`src/rtl/trace_sync_pkg.sv`:
```
package trace_sync_pkg;

  typedef enum logic [1:0] {
    BR_DIRECT   = 2'b00,
    BR_INDIRECT = 2'b01,
    BR_HISTORY  = 2'b10,
    BR_RSVD     = 2'b11
  } br_kind_e;

  localparam logic [5:0] TC_DIR_SYNC  = 6'd11;
  localparam logic [5:0] TC_IND_SYNC  = 6'd12;
  localparam logic [5:0] TC_HIST_SYNC = 6'd29;
  localparam logic [5:0] TC_DIR_REL   = 6'd3;
  localparam logic [5:0] TC_IND_REL   = 6'd4;
  localparam logic [5:0] TC_HIST_REL  = 6'd28;

  localparam logic [1:0] EVT_RESYNC = 2'b01;

  // Highest set bit plus one, never less than one.
  function automatic logic [5:0] sig_bits(input logic [31:0] v);
    logic [5:0] n;
    n = 6'd1;
    for (int i = 0; i < 32; i++) begin
      if (v[i]) n = 6'(i + 1);
    end
    return n;
  endfunction

  function automatic logic [5:0] pick_tcode(input br_kind_e k, input logic sync);
    logic [5:0] t;
    case (k)
      BR_DIRECT:  t = sync ? TC_DIR_SYNC  : TC_DIR_REL;
      BR_HISTORY: t = sync ? TC_HIST_SYNC : TC_HIST_REL;
      default:    t = sync ? TC_IND_SYNC  : TC_IND_REL;
    endcase
    return t;
  endfunction

endpackage

```
`src/rtl/tsc_sync_tracker.sv`:
```
module tsc_sync_tracker #(
  parameter int ICNT_W       = 8,
  parameter int PERIOD_LIMIT = 255,
  localparam int PW          = $clog2(PERIOD_LIMIT + 1)
) (
  input  logic              clk,
  input  logic              rst_n,
  input  logic              trace_en,
  input  logic              lp_exit,
  input  logic              dbg_exit,
  input  logic              q_overrun,
  input  logic              lost_secure,
  input  logic              lost_collide,
  input  logic              evt_in,
  input  logic [1:0]        evt_ctl,
  input  logic              retire,
  input  logic              accept,
  output logic              sync_now,
  output logic              trig_any,
  output logic              pend_q,
  output logic [PW-1:0]     period_cnt,
  output logic [ICNT_W-1:0] icnt
);
  import trace_sync_pkg::*;

  localparam logic [ICNT_W-1:0] ICNT_MAX = '1;
  localparam logic [PW-1:0]     P_LIM    = PW'(PERIOD_LIMIT);

  logic en_q, en_rise, evt_armed, period_hit, seq_hit;

  assign en_rise    = trace_en & ~en_q;
  assign evt_armed  = (evt_ctl == EVT_RESYNC);
  assign trig_any   = lp_exit | dbg_exit | q_overrun | lost_secure |
                      lost_collide | (evt_in & evt_armed);
  assign period_hit = (period_cnt == P_LIM);
  assign seq_hit    = (icnt == ICNT_MAX);
  assign sync_now   = pend_q | en_rise | period_hit | seq_hit;

  always_ff @(posedge clk or negedge rst_n) begin
    if (!rst_n) begin
      en_q       <= 1'b0;
      pend_q     <= 1'b1;
      period_cnt <= '0;
      icnt       <= '0;
    end else begin
      en_q <= trace_en;
      if (accept && sync_now) pend_q <= trig_any;
      else                    pend_q <= pend_q | trig_any | en_rise;
      if (accept) begin
        icnt <= '0;
        if (sync_now)         period_cnt <= '0;
        else if (!period_hit) period_cnt <= period_cnt + 1'b1;
      end else if (retire && !seq_hit) begin
        icnt <= icnt + 1'b1;
      end
    end
  end

endmodule

```
`src/rtl/tsc_msg_builder.sv`:
```
module tsc_msg_builder #(
  parameter int ADDR_W  = 32,
  parameter int ICNT_W  = 8,
  parameter bit HIST_EN = 1'b1
) (
  input  trace_sync_pkg::br_kind_e kind,
  input  logic                     sync,
  input  logic [ADDR_W-1:0]        target,
  input  logic [ADDR_W-1:0]        prev_target,
  input  logic [31:0]              hist_in,
  input  logic [ICNT_W-1:0]        icnt,
  output logic [5:0]               tcode,
  output logic [ADDR_W-1:0]        addr,
  output logic [5:0]               addr_len,
  output logic [5:0]               icnt_len,
  output logic [31:0]              hist_out,
  output logic [5:0]               hist_len
);
  import trace_sync_pkg::*;

  assign tcode    = pick_tcode(kind, sync);
  assign addr     = sync ? target : (target ^ prev_target);
  assign addr_len = sig_bits(32'(addr));
  assign icnt_len = sig_bits(32'(icnt));

  generate
    if (HIST_EN) begin : g_hist
      assign hist_out = (kind == BR_HISTORY) ? hist_in : 32'd0;
      assign hist_len = (kind == BR_HISTORY) ? sig_bits(hist_in) : 6'd0;
    end else begin : g_nohist
      assign hist_out = 32'd0;
      assign hist_len = 6'd0;
    end
  endgenerate

endmodule

```
`src/rtl/trace_sync_ctrl.sv`:
```
module trace_sync_ctrl #(
  parameter int ADDR_W       = 32,
  parameter int ICNT_W       = 8,
  parameter int SRC_W        = 4,
  parameter int PERIOD_LIMIT = 255
) (
  input  logic              clk,
  input  logic              rst_n,
  input  logic              trace_en,
  input  logic              lp_exit,
  input  logic              dbg_exit,
  input  logic              q_overrun,
  input  logic              lost_secure,
  input  logic              lost_collide,
  input  logic              evt_in,
  input  logic [1:0]        evt_ctl,
  input  logic              retire,
  input  logic [SRC_W-1:0]  src_id,
  input  logic              br_valid,
  output logic              br_ready,
  input  logic [1:0]        br_kind,
  input  logic [ADDR_W-1:0] br_target,
  input  logic [31:0]       br_hist,
  output logic              desc_valid,
  input  logic              desc_ready,
  output logic              desc_sync,
  output logic [5:0]        desc_tcode,
  output logic [SRC_W-1:0]  desc_src,
  output logic [ICNT_W-1:0] desc_icnt,
  output logic [5:0]        desc_icnt_len,
  output logic [ADDR_W-1:0] desc_addr,
  output logic [5:0]        desc_addr_len,
  output logic [31:0]       desc_hist,
  output logic [5:0]        desc_hist_len
);
  import trace_sync_pkg::*;

  localparam int PW = $clog2(PERIOD_LIMIT + 1);

  logic              accept, sync_now, sync_fire, trig_any, pend_q;
  logic [PW-1:0]     period_cnt;
  logic [ICNT_W-1:0] icnt;
  logic [ADDR_W-1:0] last_tgt;
  logic [5:0]        b_tcode, b_addr_len, b_icnt_len, b_hist_len;
  logic [ADDR_W-1:0] b_addr;
  logic [31:0]       b_hist;

  assign br_ready  = ~desc_valid | desc_ready;
  assign accept    = br_valid & br_ready & trace_en;
  assign sync_fire = accept & sync_now;

  tsc_sync_tracker #(.ICNT_W(ICNT_W), .PERIOD_LIMIT(PERIOD_LIMIT)) u_tracker (
    .clk(clk), .rst_n(rst_n), .trace_en(trace_en), .lp_exit(lp_exit),
    .dbg_exit(dbg_exit), .q_overrun(q_overrun), .lost_secure(lost_secure),
    .lost_collide(lost_collide), .evt_in(evt_in), .evt_ctl(evt_ctl),
    .retire(retire), .accept(accept), .sync_now(sync_now),
    .trig_any(trig_any), .pend_q(pend_q), .period_cnt(period_cnt), .icnt(icnt)
  );

  tsc_msg_builder #(.ADDR_W(ADDR_W), .ICNT_W(ICNT_W), .HIST_EN(1'b1)) u_builder (
    .kind(br_kind_e'(br_kind)), .sync(sync_now), .target(br_target),
    .prev_target(last_tgt), .hist_in(br_hist), .icnt(icnt), .tcode(b_tcode),
    .addr(b_addr), .addr_len(b_addr_len), .icnt_len(b_icnt_len),
    .hist_out(b_hist), .hist_len(b_hist_len)
  );

  always_ff @(posedge clk or negedge rst_n) begin
    if (!rst_n) begin
      desc_valid    <= 1'b0;
      desc_sync     <= 1'b0;
      desc_tcode    <= '0;
      desc_src      <= '0;
      desc_icnt     <= '0;
      desc_icnt_len <= '0;
      desc_addr     <= '0;
      desc_addr_len <= '0;
      desc_hist     <= '0;
      desc_hist_len <= '0;
      last_tgt      <= '0;
    end else if (accept) begin
      desc_valid    <= 1'b1;
      desc_sync     <= sync_now;
      desc_tcode    <= b_tcode;
      desc_src      <= src_id;
      desc_icnt     <= icnt;
      desc_icnt_len <= b_icnt_len;
      desc_addr     <= b_addr;
      desc_addr_len <= b_addr_len;
      desc_hist     <= b_hist;
      desc_hist_len <= b_hist_len;
      last_tgt      <= br_target;
    end else if (desc_ready) begin
      desc_valid    <= 1'b0;
    end
  end

endmodule

```
`config.mk`:
```
export PLATFORM = sky130hd
export DESIGN_NAME = trace_sync_ctrl
export DESIGN_NICKNAME = d
export VERILOG_FILES = /design/src/rtl/trace_sync_pkg.sv /design/src/rtl/tsc_sync_tracker.sv /design/src/rtl/tsc_msg_builder.sv /design/src/rtl/trace_sync_ctrl.sv
export SDC_FILE = /design/constraint.sdc
export NUM_CORES = 1
export LEC_CHECK = 0
export BUFFER_PORTS_ARGS = -buffer_cell sky130_fd_sc_hd__buf_4
export CELL_PAD_IN_SITES_DETAIL_PLACEMENT = 1
export CELL_PAD_IN_SITES_GLOBAL_PLACEMENT = 2
export CORE_MARGIN = 5
export CORE_UTILIZATION = 32
export CTS_CLUSTER_SIZE = 16
export DETAILED_ROUTE_END_ITERATION = 10
export PLACE_DENSITY_LB_ADDON = 0.15
export SYNTH_ARGS = -nofsm -noshare
export SYNTH_HDL_FRONTEND = slang
export SYNTH_SLANG_ARGS = --single-unit
```
`constraint.sdc`:
```
create_clock -name clk -period 2.5 [get_ports clk]
set_input_delay 0.125 -clock clk [delete_from_list [all_inputs] [get_ports clk]]
set_output_delay 0.125 -clock clk [all_outputs]
set_load 0.02 [all_outputs]
```
==> results.tsv, run 1 <==
metric	value	unit
result of the run	finished clean	
final hold viol count	0	
Clock Latency Late Sink	0.43	ns
count of buffers inserted at the top-level ports	183	
syn avg cell area	8.424	sq um
Worst Tran Pin Value	0.6802	ns
die area	27960	sq um
fraction of layout instances using a drive strength above 1	23.78	%
register bit total from synthesis	146	
Slew headroom	54.65	%
Syn Inst Count	939	
power per cell area	657.8	nW/um^2
total track usage	18.74	%
final setup skew	0.01107	ns
via/cell ratio	5.022	
number of flops mapped to enable cells by yosys	0	
leakage component of the power	5.115	nW
final count of pins violating max slew	0	
depth of the CTS H-tree	4	
first-pass GRT wire length	43.33	mm
crit path capture type	register	
Final setup viols	0	
setup repair after global routing missed its margin	no	
row cnt	57	
total power	7.299	mW
Layout Area Growth over Synthesis	40.27	%
Distinct cells, synth	67	
path class of the lowest-slack min-delay path	in -> reg	
final core utilization	45.62	%
routability congestion estimate	0.7896	
highest-count cells in the layout ignoring fill and taps	sky130_fd_sc_hd__nand2_1, sky130_fd_sc_hd__buf_4, sky130_fd_sc_hd__dfrtp_1	
count of yosys warnings during synthesis	0	
Synth Flop Type	sky130_fd_sc_hd__dfrtp_1	
number of I/O pins	187	
Worst EP arrival	2.59	ns
antenna diode instance count	0	
DRC errors left	0	
maximum count of clock buffers along a single path	2	
worst vdd rail ir drop	0.0003756	V
clock slew seen by the registers of the worst setup and hold paths	0.07	ns
slack of the worst reg-to-reg path	0.22	ns
depth of the worst register-to-register path	9	
leading cell types by total area after synthesis	sky130_fd_sc_hd__dfrtp_1, sky130_fd_sc_hd__nand2_1, sky130_fd_sc_hd__o21ai_0	
total number of vias	7604	
proportion of synthesized flip-flops having asynchronous set or reset	100.0	%
number of nets in the final layout	1263	
initial antenna violation count	0	
sequential element share of the synthesized area	46.20	%
library cell used as clock root buffer	sky130_fd_sc_hd__clkbuf_16	
starting utilization of the core area	32.53	%
kind of start point of the critical path	register	
overall die width	167.2	um
capture point of the critical path	desc_addr_len[3]$_DFFE_PN0P_	
cell area after synthesis	7910	sq um
Routed wire per std cell	17.12	um
final setup TNS	0	ns
TritonCTS sink count	146	
number of global-route vias before repair	8104	
number of violations reported at the end of detailed-routing iteration 0	333	
critical path startpoint	u_tracker.icnt[0]$_DFFE_PN0P_	
Critical R2R Capture	desc_addr_len[3]$_DFFE_PN0P_	
area share of the largest cell type after synthesis	45.87	%
CP max FO	33	
CTS tree	done	
number of detailed-route iterations in the first pass	4	
height of the die	167.2	um
worst reg2reg startpoint	u_tracker.icnt[0]$_DFFE_PN0P_	
kind of critical path	reg -> reg	
total congestion overflow	0	
portion of the clock cycle consumed by the worst path in the final layout	91.29	%
maximum number of pins on one net before global-route repair	69	
Detail Route Antenna Nets	0	
max_cap viols	0	
post-detailed-routing wire length	25.92	mm
Num CTS Buffers	17	
final worst path period need	2.282	ns
highest achievable clock rate	0.4382	GHz
area leader, netlist	sky130_fd_sc_hd__dfrtp_1	
critical path required time	2.81	ns
leading cell type in the layout, fill and taps excluded	sky130_fd_sc_hd__nand2_1	
Post-DP HPWL	18.60	mm
placeable core area	24320	sq um
metrics by stage:
| stage | std cells | instance area (sq um) | hold WS (ns) | worst slack, ns |
|---|---|---|---|---|
| finish | 1514 | 11100 | 0.01366 | 0.2177 |
| global route | 1514 | 11100 | 0.002922 | 0.05444 |
| CTS | 1512 | 11010 | 0.001166 | 0.02159 |
| detailed placement | 1405 | 9691 | 0.1873 | -0.1078 |
| global placement | 1405 | 9691 | 0.1824 | -0.04530 |
| floorplan | 941 | 7918 | -0.1706 | 0.3010 |
cell usage after synthesis (13+ instances only):
cell type	count
sky130_fd_sc_hd__dfrtp_1	145
sky130_fd_sc_hd__clkbuf_1	52
sky130_fd_sc_hd__nand3_1	19
sky130_fd_sc_hd__a22o_1	36
sky130_fd_sc_hd__xor2_1	35
sky130_fd_sc_hd__xnor2_1	20
sky130_fd_sc_hd__nand2_1	243
sky130_fd_sc_hd__a31oi_1	19
sky130_fd_sc_hd__nor2_1	80
sky130_fd_sc_hd__o21ai_0	67
sky130_fd_sc_hd__nor3_1	24
sky130_fd_sc_hd__inv_1	13
sky130_fd_sc_hd__a21oi_1	22
kinds of logic (layout without fill, tap and decap cells):
| kind of cell | count (synthesis) | after routing | synth area share [%] |
|---|---|---|---|
| fa+ha+maj | 2 | 2 | 0.3163 |
| xor+xnor | 55 | 55 | 6.090 |
| buf+inv | 91 | 339 | 4.967 |
| mux | 2 | 2 | 0.2689 |
| flops | 146 | 146 | 46.20 |
| compound gates | 219 | 219 | 18.74 |
| other cells | 1 | 3 | 0.04741 |
| simple gates | 423 | 424 | 23.36 |
metal layers:
metal	global-route usage [%]	wire, um	up-vias	part of all wire [%]
li1	-	-	3707	-
met1	23.43	11550	3745	45
met2	32.35	12720	130	49
met3	5.163	1372	22	5.3
met4	4.481	282	0	1.1
met5	0	0	-	0
worst max-delay path, cell delays in order (launching register included):
cell and delay, ns:
sky130_fd_sc_hd__dfrtp_1 0.35, sky130_fd_sc_hd__ha_1 0.19, sky130_fd_sc_hd__nand3_2 0.16, sky130_fd_sc_hd__or2_4 0.31
sky130_fd_sc_hd__nand2_8 0.20, sky130_fd_sc_hd__nor2_1 0.10, sky130_fd_sc_hd__o32a_1 0.34, sky130_fd_sc_hd__nand3b_4 0.17
sky130_fd_sc_hd__o21bai_1 0.15, sky130_fd_sc_hd__a22o_1 0.19
power by group:
part	leakage, nW	switching [mW]	internal, mW
Clock	0.273	1.16	1.40
Combinational	2.97	0.967	0.795
Sequential	1.87	0.306	2.67
state kept, by name (all words and copies together), names as in the netlist:
name,count
desc_addr,32
desc_hist,32
last_tgt,32
desc_icnt,8
u_tracker.icnt,8
u_tracker.period_cnt,8
desc_addr_len,5
desc_hist_len,5
desc_tcode,5
desc_src,4
desc_icnt_len,3
desc_sync,1
desc_valid,1
u_tracker.en_q,1
u_tracker.pend_q,1
repair_timing:
item                                   4_1_cts  5_1_grt
cloned                                       1        0
pin swaps                                    1        2
hold buffers                                71        0
setup buffers                                3        2
resized for setup                            1       12
setup endpoints to repair                    1        8
endpoints found under the hold margin      134        0
cell type report:
class	count	area, sq um
Multi-Input combinational cell	705	3986
Fill cell	2855	13220
Inverter	13	48.80
Tap cell	324	405.4
Clock buffer	18	429.2
Timing Repair Buffer	294	2430
Sequential cell	146	3655
Clock inverter	14	141.4
worst min path at each step:
stage             start                       end  slack, ns  cells after the start
2_1_floorplan     rst_n  desc_addr[0]$_DFFE_PN0P_      -0.17                      0
3_3_place_gp      rst_n  desc_addr[5]$_DFFE_PN0P_       0.18                      1
3_5_place_dp      rst_n  desc_addr[5]$_DFFE_PN0P_       0.19                      1
4_1_cts        br_valid    desc_valid$_DFFE_PN0P_      0.001                      3
5_1_grt        br_valid    desc_valid$_DFFE_PN0P_      0.003                      3
6_report       br_valid    desc_valid$_DFFE_PN0P_       0.01                      3
Power figures use the tool's default switching activity.
==> run 2: changes to the inputs <==
- CORE_UTILIZATION: 32 -> 33
- CTS_BUF_LIST: not set -> sky130_fd_sc_hd__clkbuf_8
==> results.tsv, run 2 (same netlist as run 1, synthesis figures left out) <==
metric	value	unit	change
# fillers	2797		was 2855
total number of vias	7643		was 7604
DRC errors left	0		unchanged
count of buffers inserted at the top-level ports	183		unchanged
row cnt	56		was 57
library cell used as clock root buffer	sky130_fd_sc_hd__clkbuf_8		was sky130_fd_sc_hd__clkbuf_16
path class of the lowest-slack min-delay path	in -> reg		unchanged
CP max FO	14		was 33
Worst Tran Pin Value	0.6202	ns	was 0.6802 ns
die area	27170	sq um	was 27960 sq um
Slew headroom	58.66	%	was 54.65%
Layout Area Growth over Synthesis	38.18	%	was 40.27%
Num CTS Buffers	17		unchanged
clock slew seen by the registers of the worst setup and hold paths	0.09	ns	was 0.07 ns
maximum number of pins on one net before global-route repair	68		was 69
final core utilization	46.43	%	was 45.62%
starting utilization of the core area	33.60	%	was 32.53%
number of nets in the final layout	1262		was 1263
overall die width	164.8	um	was 167.2 um
worst vdd rail ir drop	0.0002876	V	was 0.0003756 V
Sequential Power Share	43.8	%	was 40.7%
result of the run	finished clean		unchanged
design internal power	4.492	mW	was 4.866 mW
Detail Route Antenna Nets	0		unchanged
final non-filler cell area	10930	sq um	was 11100 sq um
leakage component of the power	5.053	nW	was 5.115 nW
Critical R2R Capture	desc_addr_len[0]$_DFFE_PN0P_		was desc_addr_len[3]$_DFFE_PN0P_
CTS tree	done		unchanged
total congestion overflow	0		unchanged
leading cell type in the layout, fill and taps excluded	sky130_fd_sc_hd__nand2_1		unchanged
buffering stage count on the worst path with inverters included	4		was 0
critical path startpoint	u_tracker.period_cnt[0]$_DFFE_PN0P_		was u_tracker.icnt[0]$_DFFE_PN0P_
first-pass GRT wire length	43.04	mm	was 43.33 mm
antenna diode instance count	0		unchanged
highest-count cells in the layout ignoring fill and taps	sky130_fd_sc_hd__nand2_1, sky130_fd_sc_hd__buf_4, sky130_fd_sc_hd__dfrtp_1		unchanged
depth of the CTS H-tree	4		unchanged
total track usage	19.72	%	was 18.74%
maximum count of clock buffers along a single path	2		unchanged
most numerous cell on the critical path	sky130_fd_sc_hd__buf_4		
dpl cell area	9704	sq um	was 9691 sq um
power per cell area	621.1	nW/um^2	was 657.8 nW/um^2
kind of critical path	reg -> reg		unchanged
post-detailed-routing wire length	26.24	mm	was 25.92 mm
number of detailed-route iterations in the first pass	4		unchanged
critical path depth	12		was 9
fraction of layout instances using a drive strength above 1	23.30	%	was 23.78%
Switching Share	33.84	%	was 33.34%
Reg area	3655	sq um	unchanged
logic gate share of total power	26.0	%	was 24.1%
Post-DP HPWL	18.73	mm	was 18.60 mm
height of the die	164.8	um	was 167.2 um
chain of cells forming the critical path	ha_2, nand3_4, o221ai_4, buf_12, nor2_4, buf_4, buf_4, or3_1, o311ai_0, buf_4, o2111ai_1, o21ai_1		was ha_1, nand3_2, or2_4, nand2_8, nor2_1, o32a_1, nand3b_4, o21bai_1, a22o_1
via/cell ratio	5.068		was 5.022
kind of start point of the critical path	register		unchanged
crit path capture type	register		unchanged
Worst EP arrival	2.77	ns	was 2.59 ns
number of violations reported at the end of detailed-routing iteration 0	311		was 333
clock network fraction of design power	30.2	%	was 35.1%
slack of the worst reg-to-reg path	0.10	ns	was 0.22 ns
final hold viol count	0		unchanged
portion of the clock cycle consumed by the worst path in the final layout	95.85	%	was 91.29%
routability congestion estimate	0.8221		was 0.7896
net switching power	2.297	mW	was 2.433 mW
depth of the worst register-to-register path	12		was 9
placeable core area	23540	sq um	was 24320 sq um
final count of pins violating max slew	0		unchanged
Inst Count DP	1401		was 1405
final setup TNS	0	ns	unchanged
biggest registers after layout	desc_addr x32, desc_hist x32, last_tgt x32		unchanged
max_cap viols	0		unchanged
Top Family by Delay on Critical Path	buffers and inverters		was simple AND/OR/NAND/NOR gates
Hold Crit Start	br_target[17]		was br_valid
number of global-route vias before repair	8180		was 8104
multi-input logic area	3961	sq um	was 3986 sq um
Clock Latency Late Sink	0.46	ns	was 0.43 ns
final setup skew	0.01659	ns	was 0.01107 ns
initial antenna violation count	0		unchanged
TritonCTS sink count	146		unchanged
number of I/O pins	187		unchanged
highest achievable clock rate	0.4173	GHz	was 0.4382 GHz
Final setup viols	0		unchanged
critical path required time	2.88	ns	was 2.81 ns
final worst path period need	2.396	ns	was 2.282 ns
slowest stage cell, crit path	sky130_fd_sc_hd__dfrtp_1		unchanged
capture point of the critical path	desc_addr_len[0]$_DFFE_PN0P_		was desc_addr_len[3]$_DFFE_PN0P_
Routed wire per std cell	17.40	um	was 17.12 um
delay of the slowest cell on the worst path	0.39	ns	was 0.35 ns
worst reg2reg startpoint	u_tracker.period_cnt[0]$_DFFE_PN0P_		was u_tracker.icnt[0]$_DFFE_PN0P_
final cell count without fillers	1508		was 1514
==> run 2: cell types whose count changed in the layout (fill, tap and decap cells not counted), sizes merged <==
cell         previous run  this run
nor2                   84        83
clkinv                  2         3
dlygate4sd3            71        72
clkinvlp                3         2
buf                   223       222
inv                    21        19
bufinv                  1         3
==> run 2: cell type report <==
| cell class | instances | area share (%) |
|---|---|---|
| Clock inverter | 14 | 1.625 |
| Sequential cell | 146 | 33.44 |
| Clock buffer | 18 | 2.266 |
| Multi-Input combinational cell | 704 | 36.24 |
| Tap cell | 319 | 3.652 |
| Timing Repair Buffer | 294 | 22.33 |
| Inverter | 13 | 0.4464 |
==> run 2: stage by stage <==
stage,setup WS [ns],hold WS [ns],power (mW)
3_5_place_dp,-0.03786,0.1131,4.711
5_1_grt,-0.0009188,0.05505,7.200
3_3_place_gp,0.01876,0.1122,4.682
2_1_floorplan,0.3010,-0.1706,3.886
6_report,0.1038,0.05876,6.789
4_1_cts,0.002285,0.02747,6.896
==> run 2: timing repair <==
action                                  in CTS  in global routing
hold endpoints to repair                   122                  0
pin swaps                                    1                  2
resized for setup                            1                  7
endpoints found under the setup margin       2                  4
hold buffers                                72                  0
buffers inserted                             2                  1
==> run 2: power by group through the flow <==
stage          clock network [mW]  logic, mW  registers [mW]
2_1_floorplan                   0      0.735            3.15
3_3_place_gp                    0       1.67            3.01
3_5_place_dp                    0       1.70            3.01
4_1_cts                      2.13       1.79            2.97
5_1_grt                      2.22       1.96            3.02
6_report                     2.05       1.76            2.97
==> run 2: worst min path at each step <==
stage	end	slack [ns]	cells after the start
after global placement	desc_hist[18]$_DFFE_PN0P_	0.11	1
final	last_tgt[17]$_DFFE_PN0P_	0.06	3
after detailed placement	desc_hist[18]$_DFFE_PN0P_	0.11	1
after global routing	last_tgt[17]$_DFFE_PN0P_	0.06	3
after floorplan	desc_addr[0]$_DFFE_PN0P_	-0.17	0
after CTS	last_tgt[17]$_DFFE_PN0P_	0.03	3
==> run 2: per-layer routing <==
metal	wire, um	part of all wire [%]	track usage [%]	vias up
li1	-	-	-	3695
met1	11520	44	24.47	3797
met2	13220	50	34.63	133
met3	1186	4.5	4.492	18
met4	310	1.2	5.104	0
met5	0	0	0	-
==> run 2: worst register-to-register path, delay by kind of cell (launching register included) <==
| family | cells | cell delay, ns |
|---|---|---|
| AND/OR/NAND/NOR | 3 | 0.51 |
| adder cells (fa/ha/maj) | 1 | 0.23 |
| AO/OA/AOI/OAI | 4 | 0.51 |
| flip-flops | 1 | 0.39 |
| buffers and inverters | 4 | 0.68 |
